## src/rtl/wwdt_keyed.sv

```systemverilog
module wwdt_keyed #(
  parameter int PRESCALE  = 16,
  parameter int BASE_LOG2 = 13,
  parameter int CM_LIMIT  = 255
) (
  input  logic       clk,
  input  logic       rst_n,
  input  logic       svc_we,
  input  logic [7:0] svc_data,
  input  logic       ref_tick,
  output logic       wd_err,
  output logic       cm_err
);
  localparam int CW = BASE_LOG2 + 4;
  localparam int PW = (PRESCALE > 1) ? $clog2(PRESCALE) : 1;
  localparam int GW = $clog2(CM_LIMIT + 2);
  localparam logic [4:0] KEY = 5'b01100;

  logic [PW-1:0] pre_cnt;
  logic [CW-1:0] win_cnt;
  logic [1:0]    sel;
  logic          cm_en;
  logic [GW-1:0] gap;

  logic [CW-1:0] upper, lower;
  logic tick, key_ok, early, late, restart, viol;
  logic [GW-1:0] gap_nx;

  assign upper   = CW'(1) << (BASE_LOG2 + int'(sel));
  assign lower   = upper >> 3;
  assign tick    = (pre_cnt == PW'(PRESCALE - 1));
  assign key_ok  = (svc_data[5:1] == KEY);
  assign early   = (win_cnt < lower);
  assign late    = tick && (win_cnt == upper - CW'(1));
  assign restart = svc_we || late;
  assign viol    = svc_we ? (!key_ok || early) : late;

  always_ff @(posedge clk) begin
    if (!rst_n) begin
      pre_cnt <= '0;
      win_cnt <= '0;
      sel     <= 2'd3;
      cm_en   <= 1'b0;
      wd_err  <= 1'b0;
    end else begin
      wd_err <= viol;
      if (restart) begin
        pre_cnt <= '0;
        win_cnt <= '0;
      end else if (tick) begin
        pre_cnt <= '0;
        win_cnt <= win_cnt + CW'(1);
      end else begin
        pre_cnt <= pre_cnt + PW'(1);
      end
      if (svc_we && !viol) begin
        sel   <= svc_data[7:6];
        cm_en <= svc_data[0];
      end
    end
  end

  assign gap_nx = ref_tick ? '0 :
                  (gap == GW'(CM_LIMIT + 1)) ? gap : gap + GW'(1);

  always_ff @(posedge clk) begin
    if (!rst_n) begin
      gap    <= '0;
      cm_err <= 1'b0;
    end else begin
      gap    <= gap_nx;
      cm_err <= cm_en && (gap_nx > GW'(CM_LIMIT));
    end
  end
endmodule

```

## config.mk

```make
export PLATFORM = sky130hd
export DESIGN_NAME = wwdt_keyed
export DESIGN_NICKNAME = d
export VERILOG_FILES = /design/src/rtl/wwdt_keyed.sv
export SDC_FILE = /design/constraint.sdc
export NUM_CORES = 1
export LEC_CHECK = 0
export BUFFER_PORTS_ARGS = -buffer_cell sky130_fd_sc_hd__buf_2
export CORE_UTILIZATION = 50
export DETAILED_ROUTE_END_ITERATION = 8
export PLACE_DENSITY = 0.76
export SKIP_CTS_REPAIR_TIMING = 1
export SYNTH_ARGS = -nofsm -noshare
export SYNTH_HDL_FRONTEND = slang
export SYNTH_SLANG_ARGS = --single-unit
export TNS_END_PERCENT = 5
```

## constraint.sdc

```tcl
create_clock -name clk -period 1.9 [get_ports clk]
set_input_delay 0.285 -clock clk [delete_from_list [all_inputs] [get_ports clk]]
set_output_delay 0.285 -clock clk [all_outputs]
set_load 0.01 [all_outputs]
```

# Word level (Yosys, flattened, before mapping)
# Index checks and enable logic that the tools add are counted.
# W data, S select, Z words.
# totals
word_cells,32
ff_bits,35
inputBits,12
# classes
reduce_logical,9
addsub,5
n_shift,1
bitwise_logic,1
eq_ne,4
n_mux,3
magnitude_cmp,2
# ops
operator,count
$mux W9,2
$add A17 B1 Y17 const B,1
$eq A17 B17 Y1,1
$lt A17 B14 Y1,1
$shl A1 B5 Y17 const A,1
$sub A17 B1 Y17 const B,1
$add A9 B1 Y9 const B,1
$eq A9 B9 Y1 const B,1
$gt A9 B8 Y1 const B,1
$add A4 B2 Y5 const A,1
$eq A5 B4 Y1 const B,1
$add A4 B1 Y4 const B,1
$eq A4 B4 Y1 const B,1
$logic_and A1 B1 Y1,3
$reduce_or A3 Y1,1
$logic_not A1 Y1,2
$logic_or A1 B1 Y1,2
$reduce_or A2 Y1,1
$mux W1,1
$not A1 Y1,1

# Depth between registers and ports, before layout
# depth
ltp_word,8
depth_mapped,7
depth_no_buf,7

# Least setup slack after synthesis
# No wires, ideal clock.
# synth_timing
kind,reg2reg
startpoint,reg sel[1]
endpoint,reg sel[0]
stages_incl_launch_ff,8
setup_ns,0.115
synth_period_minus_slack_ns,1.799
setup_slack_ns,0.101
t_arrival_ns,1.683
cell_sequence,dfxtp_1 > or2_2 > ha_1 > o21ai_0 > a21o_1 > a21oi_1 > mux2i_1 > nand2_1
# synth_between
elab_chain_len,8
elab_cells_between_ends,10
classes_between,2 x add/sub; 1 x order compare; 1 x eq/ne; 1 x shift; 1 x mux; 4 x reduce/logical
# synth_rtl
element,line_no,text
from (decl),21,logic [1:0] sel;
from (signal assigned),57,sel <= svc_data[7:6];
$add A4 B2 Y5 *,29,assign upper = CW'(1) << (BASE_LOG2 + int'(sel));
$shl A1 B5 Y17 *,29,
$sub A17 B1 Y17,34,assign late = tick && (win_cnt == upper - CW'(1));
$eq A17 B17 Y1,34,
$logic_and A1 B1 Y1,34,
$mux W1 *,36,assign viol = svc_we ? (!key_ok || early) : late;
$logic_not A1 Y1 *,56,if (svc_we && !viol) begin
$logic_and A1 B1 Y1 *,56,
# Mark *: on every way between the ends. The rest lies on a longest branch, timed or not.
# A chain may end at the register's enable or synchronous reset.

# Worst setup path in the final report
# layout_timing
startpoint,reg sel[1]
endpoint,reg cm_en
# layout_between
elab_chain_len,8
elab_cells_between_ends,10
classes_between,2 x add/sub; 1 x order compare; 1 x eq/ne; 1 x shift; 1 x mux; 4 x reduce/logical
# layout_rtl
element,line_no,text
$add A4 B2 Y5 *,29,
$shl A1 B5 Y17 *,29,
$sub A17 B1 Y17,34,
$eq A17 B17 Y1,34,
$logic_and A1 B1 Y1,34,
$mux W1 *,36,
$logic_not A1 Y1 *,56,
$logic_and A1 B1 Y1 *,56,
to (signal assigned),58,cm_en <= svc_data[0];
to (decl),22,logic cm_en;
# Marks and branches as above.

==> results.py <==
metrics = {
    "logic_synthesis": {
        "netlist_top_cells_count": "35 x sky130_fd_sc_hd__dfxtp_1, 29 x sky130_fd_sc_hd__nor2_1, 19 x sky130_fd_sc_hd__nand2_1",
        "synthArstFlopShare_pct": 0,
        "seq_area_frac_synth_pct": 39.4,
        "synth_warnings": 0,
        "yosysUniqueCellTypes": 40,
        "synth-edff-count": 0,
        "leading_cell_types_by_total_area_after_synthesis": "sky130_fd_sc_hd__dfxtp_1 39%, sky130_fd_sc_hd__ha_1 7.0%, sky130_fd_sc_hd__xor2_1 6.4%",
        "post-synth-top-count-cell": "sky130_fd_sc_hd__dfxtp_1",
        "post-synth-top-area-fraction_pct": 39.4,
        "synthesis.nets": 226,
        "ys_seq_elements": 35,
        "post_synth_top_area_cell": "sky130_fd_sc_hd__dfxtp_1",
        "ys.flop_type": "sky130_fd_sc_hd__dfxtp_1",
        "syn_inst": 204,
        "syn-cell-area_sq_um": 1780,
        "synth.avg_cell_area_sq_um": 8.71,
    },
    "cells_and_area": {
        "area_growth_pct": 16.1,
        "antenna-diode-count": 0,
        "final.fill_count": 310,
        "layout.core_utilization_pct": 61.3,
        "final_layout_size_suffix_gt1_share_pct": 18.7,
        "layout.nets": 256,
        "finish.cell_count_without_fillers": 281,
    },
    "detailed_routing": {
        "detail_route.wirelength_microns": 3120,
        "firstDrtPassIters": 4,
        "first_iter_violations": 71,
        "avg_vias_per_cell": 5.11,
        "antenna_violating_nets_post_route": 0,
        "avgRoutedWirePerCell_microns": 11.1,
        "route.vias.total": 1435,
        "remaining_drc_errors": 0,
    },
    "power_and_ir_drop": {
        "p_leak_nw": 0.783,
        "power.density_nw_per_um2": 572,
        "ir_drop_mv": 0.317,
    },
    "min_path": {
        "worstHoldPathType": "in2reg",
    },
    "clocking": {
        "max_clock_buf_depth": 2,
        "clockRootBuffer": "sky130_fd_sc_hd__clkbuf_4",
        "clk_pin_slew_worst_paths_ns": 0.09,
        "cts-buffers-inserted": 5,
        "number_of_clock_sinks": 35,
        "tritoncts_clock_tree": "done",
        "h-tree-depth": 2,
        "clkLatencyLatePin_ns": 0.33,
    },
    "timing": {
        "finalHoldViolations": 0,
        "rsz0062_at_grt": "yes",
        "timing.final.setup_violations": 0,
        "max_freq_mhz": 562,
        "fin_skew_ns": 0.0117,
        "layout_worst_path_cycle_share_pct": 93.6,
        "timing_max_transition_violations_final": 0,
        "fin_ws_ns": 0.122,
        "fin_crit_ns": 1.78,
    },
    "critical_path": {
        "worst-r2r-cell-count": 8,
        "timing.critical_path.from_type": "flop",
        "regToRegSetupSlack_ns": 0.12,
        "critical_path.reg2reg.startpoint": "sel[1]$_SDFFE_PN1P_",
        "critPathLaunch": "sel[1]$_SDFFE_PN1P_",
        "critPathCaptureType": "flop",
        "timing.setup.critical_path_class": "reg2reg",
        "cp_data_required_time_ns": 2.12,
        "crit_end": "cm_en$_SDFFE_PN0P_",
        "critical_path_data_arrival_time_ns": 2.00,
        "maximum_fanout_encountered_on_the_critical_timing_path": 8,
        "r2r-end": "cm_en$_SDFFE_PN0P_",
    },
    "global_routing": {
        "wire_length_of_the_first_global_routing_pass_microns": 4950,
        "gr-usage-all-layers_pct": 17.9,
        "globalRoute.totalOverflow": 0,
        "via_count_of_the_first_global_routing_pass": 1175,
        "antenna_violations_before_repair": 0,
        "grt_start_max_net_pins": 14,
    },
    "floorplanning": {
        "die-width_microns": 61.6,
        "design.die.area_sq_um": 3800,
        "floorplan_core_area_sq_um": 3360,
        "fp-row-count": 21,
        "die_height_microns": 61.6,
        "pin_count": 14,
        "initial_utilization_pct": 52.8,
    },
    "place": {
        "dp.final_hpwl_microns": 2260,
        "pre_cts_slack_ns": 0.0773,
        "routabilityCongestion": 0.784,
        "port_bufs": 13,
        "dp.cells": 273,
    },
    "status": {
        "run_status": "finished, final reports clean",
    },
    "run": {
        "timing.max_cap.violations": 0,
    },
}
==> cells by family (layout without fill, tap and decap cells) <==
group                    count (synthesis)  count (layout)  synth area share (%)
AND/OR/NAND/NOR                        102             102                  29.1
flip-flops                              35              35                  39.4
XOR/XNOR                                21              21                  10.4
AO/OA/AOI/OAI                           19              19                  7.82
buffers and inverters                   11              42                  3.17
adder cells (fa/ha/maj)                 10              10                  7.04
multiplexers                             5               5                  2.89
other                                    1               1                 0.211
==> worst min-delay path by stage <==
stage,end,from,cells after the start
finish,sel[1]$_SDFFE_PN1P_,svc_data[7],3
global route,sel[1]$_SDFFE_PN1P_,svc_data[7],3
CTS,sel[1]$_SDFFE_PN1P_,svc_data[7],3
detailed placement,pre_cnt[0]$_SDFF_PP0_,pre_cnt[0]$_SDFF_PP0_,1
global placement,pre_cnt[0]$_SDFF_PP0_,pre_cnt[0]$_SDFF_PP0_,1
floorplan,sel[0]$_SDFFE_PN1P_,rst_n,1
==> state kept, by name, summed over array words and instances, names as in the netlist <==
| name | cells |
|---|---|
| cm_err | 1 |
| gap | 9 |
| sel | 2 |
| cm_en | 1 |
| wd_err | 1 |
| win_cnt | 17 |
| pre_cnt | 4 |
==> layout by cell type, fill, tap and decap left out, drive strengths merged, types with 3 or more instances in the layout <==
| cell type | count |
|---|---|
| and2 | 3 |
| ha | 10 |
| nor2 | 29 |
| inv | 6 |
| xor2 | 13 |
| a31oi | 3 |
| nor3 | 6 |
| mux2i | 4 |
| nand3 | 15 |
| dfxtp | 35 |
| or3 | 3 |
| xnor2 | 8 |
| buf | 28 |
| and3 | 5 |
| nor4 | 3 |
| nand2b | 4 |
| clkbuf | 7 |
| o21ai | 4 |
| a21oi | 5 |
| nand4 | 5 |
| nand2 | 19 |
==> power breakdown <==
part | switching, mW | total [mW] | internal [mW]
combinational | 0.0265 | 0.0544 | 0.0279
sequential | 0.00490 | 0.743 | 0.738
clock | 0.237 | 0.381 | 0.144
==> area by class of cell <==
type / instances / area [sq um] / area share (%)
Clock buffer: 7 / 45.0 / 2.18
Clock inverter: 1 / 5.00 / 0.243
Tap cell: 46 / 57.6 / 2.79
Inverter: 6 / 22.5 / 1.09
Multi-Input combinational cell: 158 / 1040 / 50.4
Sequential cell: 35 / 703 / 34.1
Timing Repair Buffer: 28 / 190 / 9.22
==> critical path: stages (launching register included) <==
cell                      delay (ns)
sky130_fd_sc_hd__dfxtp_2        0.37
sky130_fd_sc_hd__or2_2          0.30
sky130_fd_sc_hd__ha_1           0.27
sky130_fd_sc_hd__o21ai_0        0.07
sky130_fd_sc_hd__a21o_1         0.18
sky130_fd_sc_hd__a21oi_1        0.11
sky130_fd_sc_hd__buf_4          0.15
sky130_fd_sc_hd__mux2i_1        0.19
sky130_fd_sc_hd__nor2b_1        0.06
==> layer usage <==
layer / global-route usage [%] / share of wire (%) / vias to the layer above
met5: 0 / 0 / -
met4: 6.67 / 1.2 / 0
met3: 5.04 / 4.4 / 4
met2: 26.7 / 42 / 24
met1: 24.6 / 52 / 640
li1: - / - / 767
==> per-stage QoR <==
step            TNS, ns  total power, mW  area (sq um)  hold slack (ns)
5_1_grt        -0.00914             1.23          2060            0.180
2_1_floorplan         0            0.791          1780            0.347
6_report              0             1.18          2060            0.176
3_3_place_gp          0            0.814          1990            0.434
3_5_place_dp          0            0.815          1990            0.441
4_1_cts               0             1.19          2040            0.170
(Power assumes the default switching activity.)
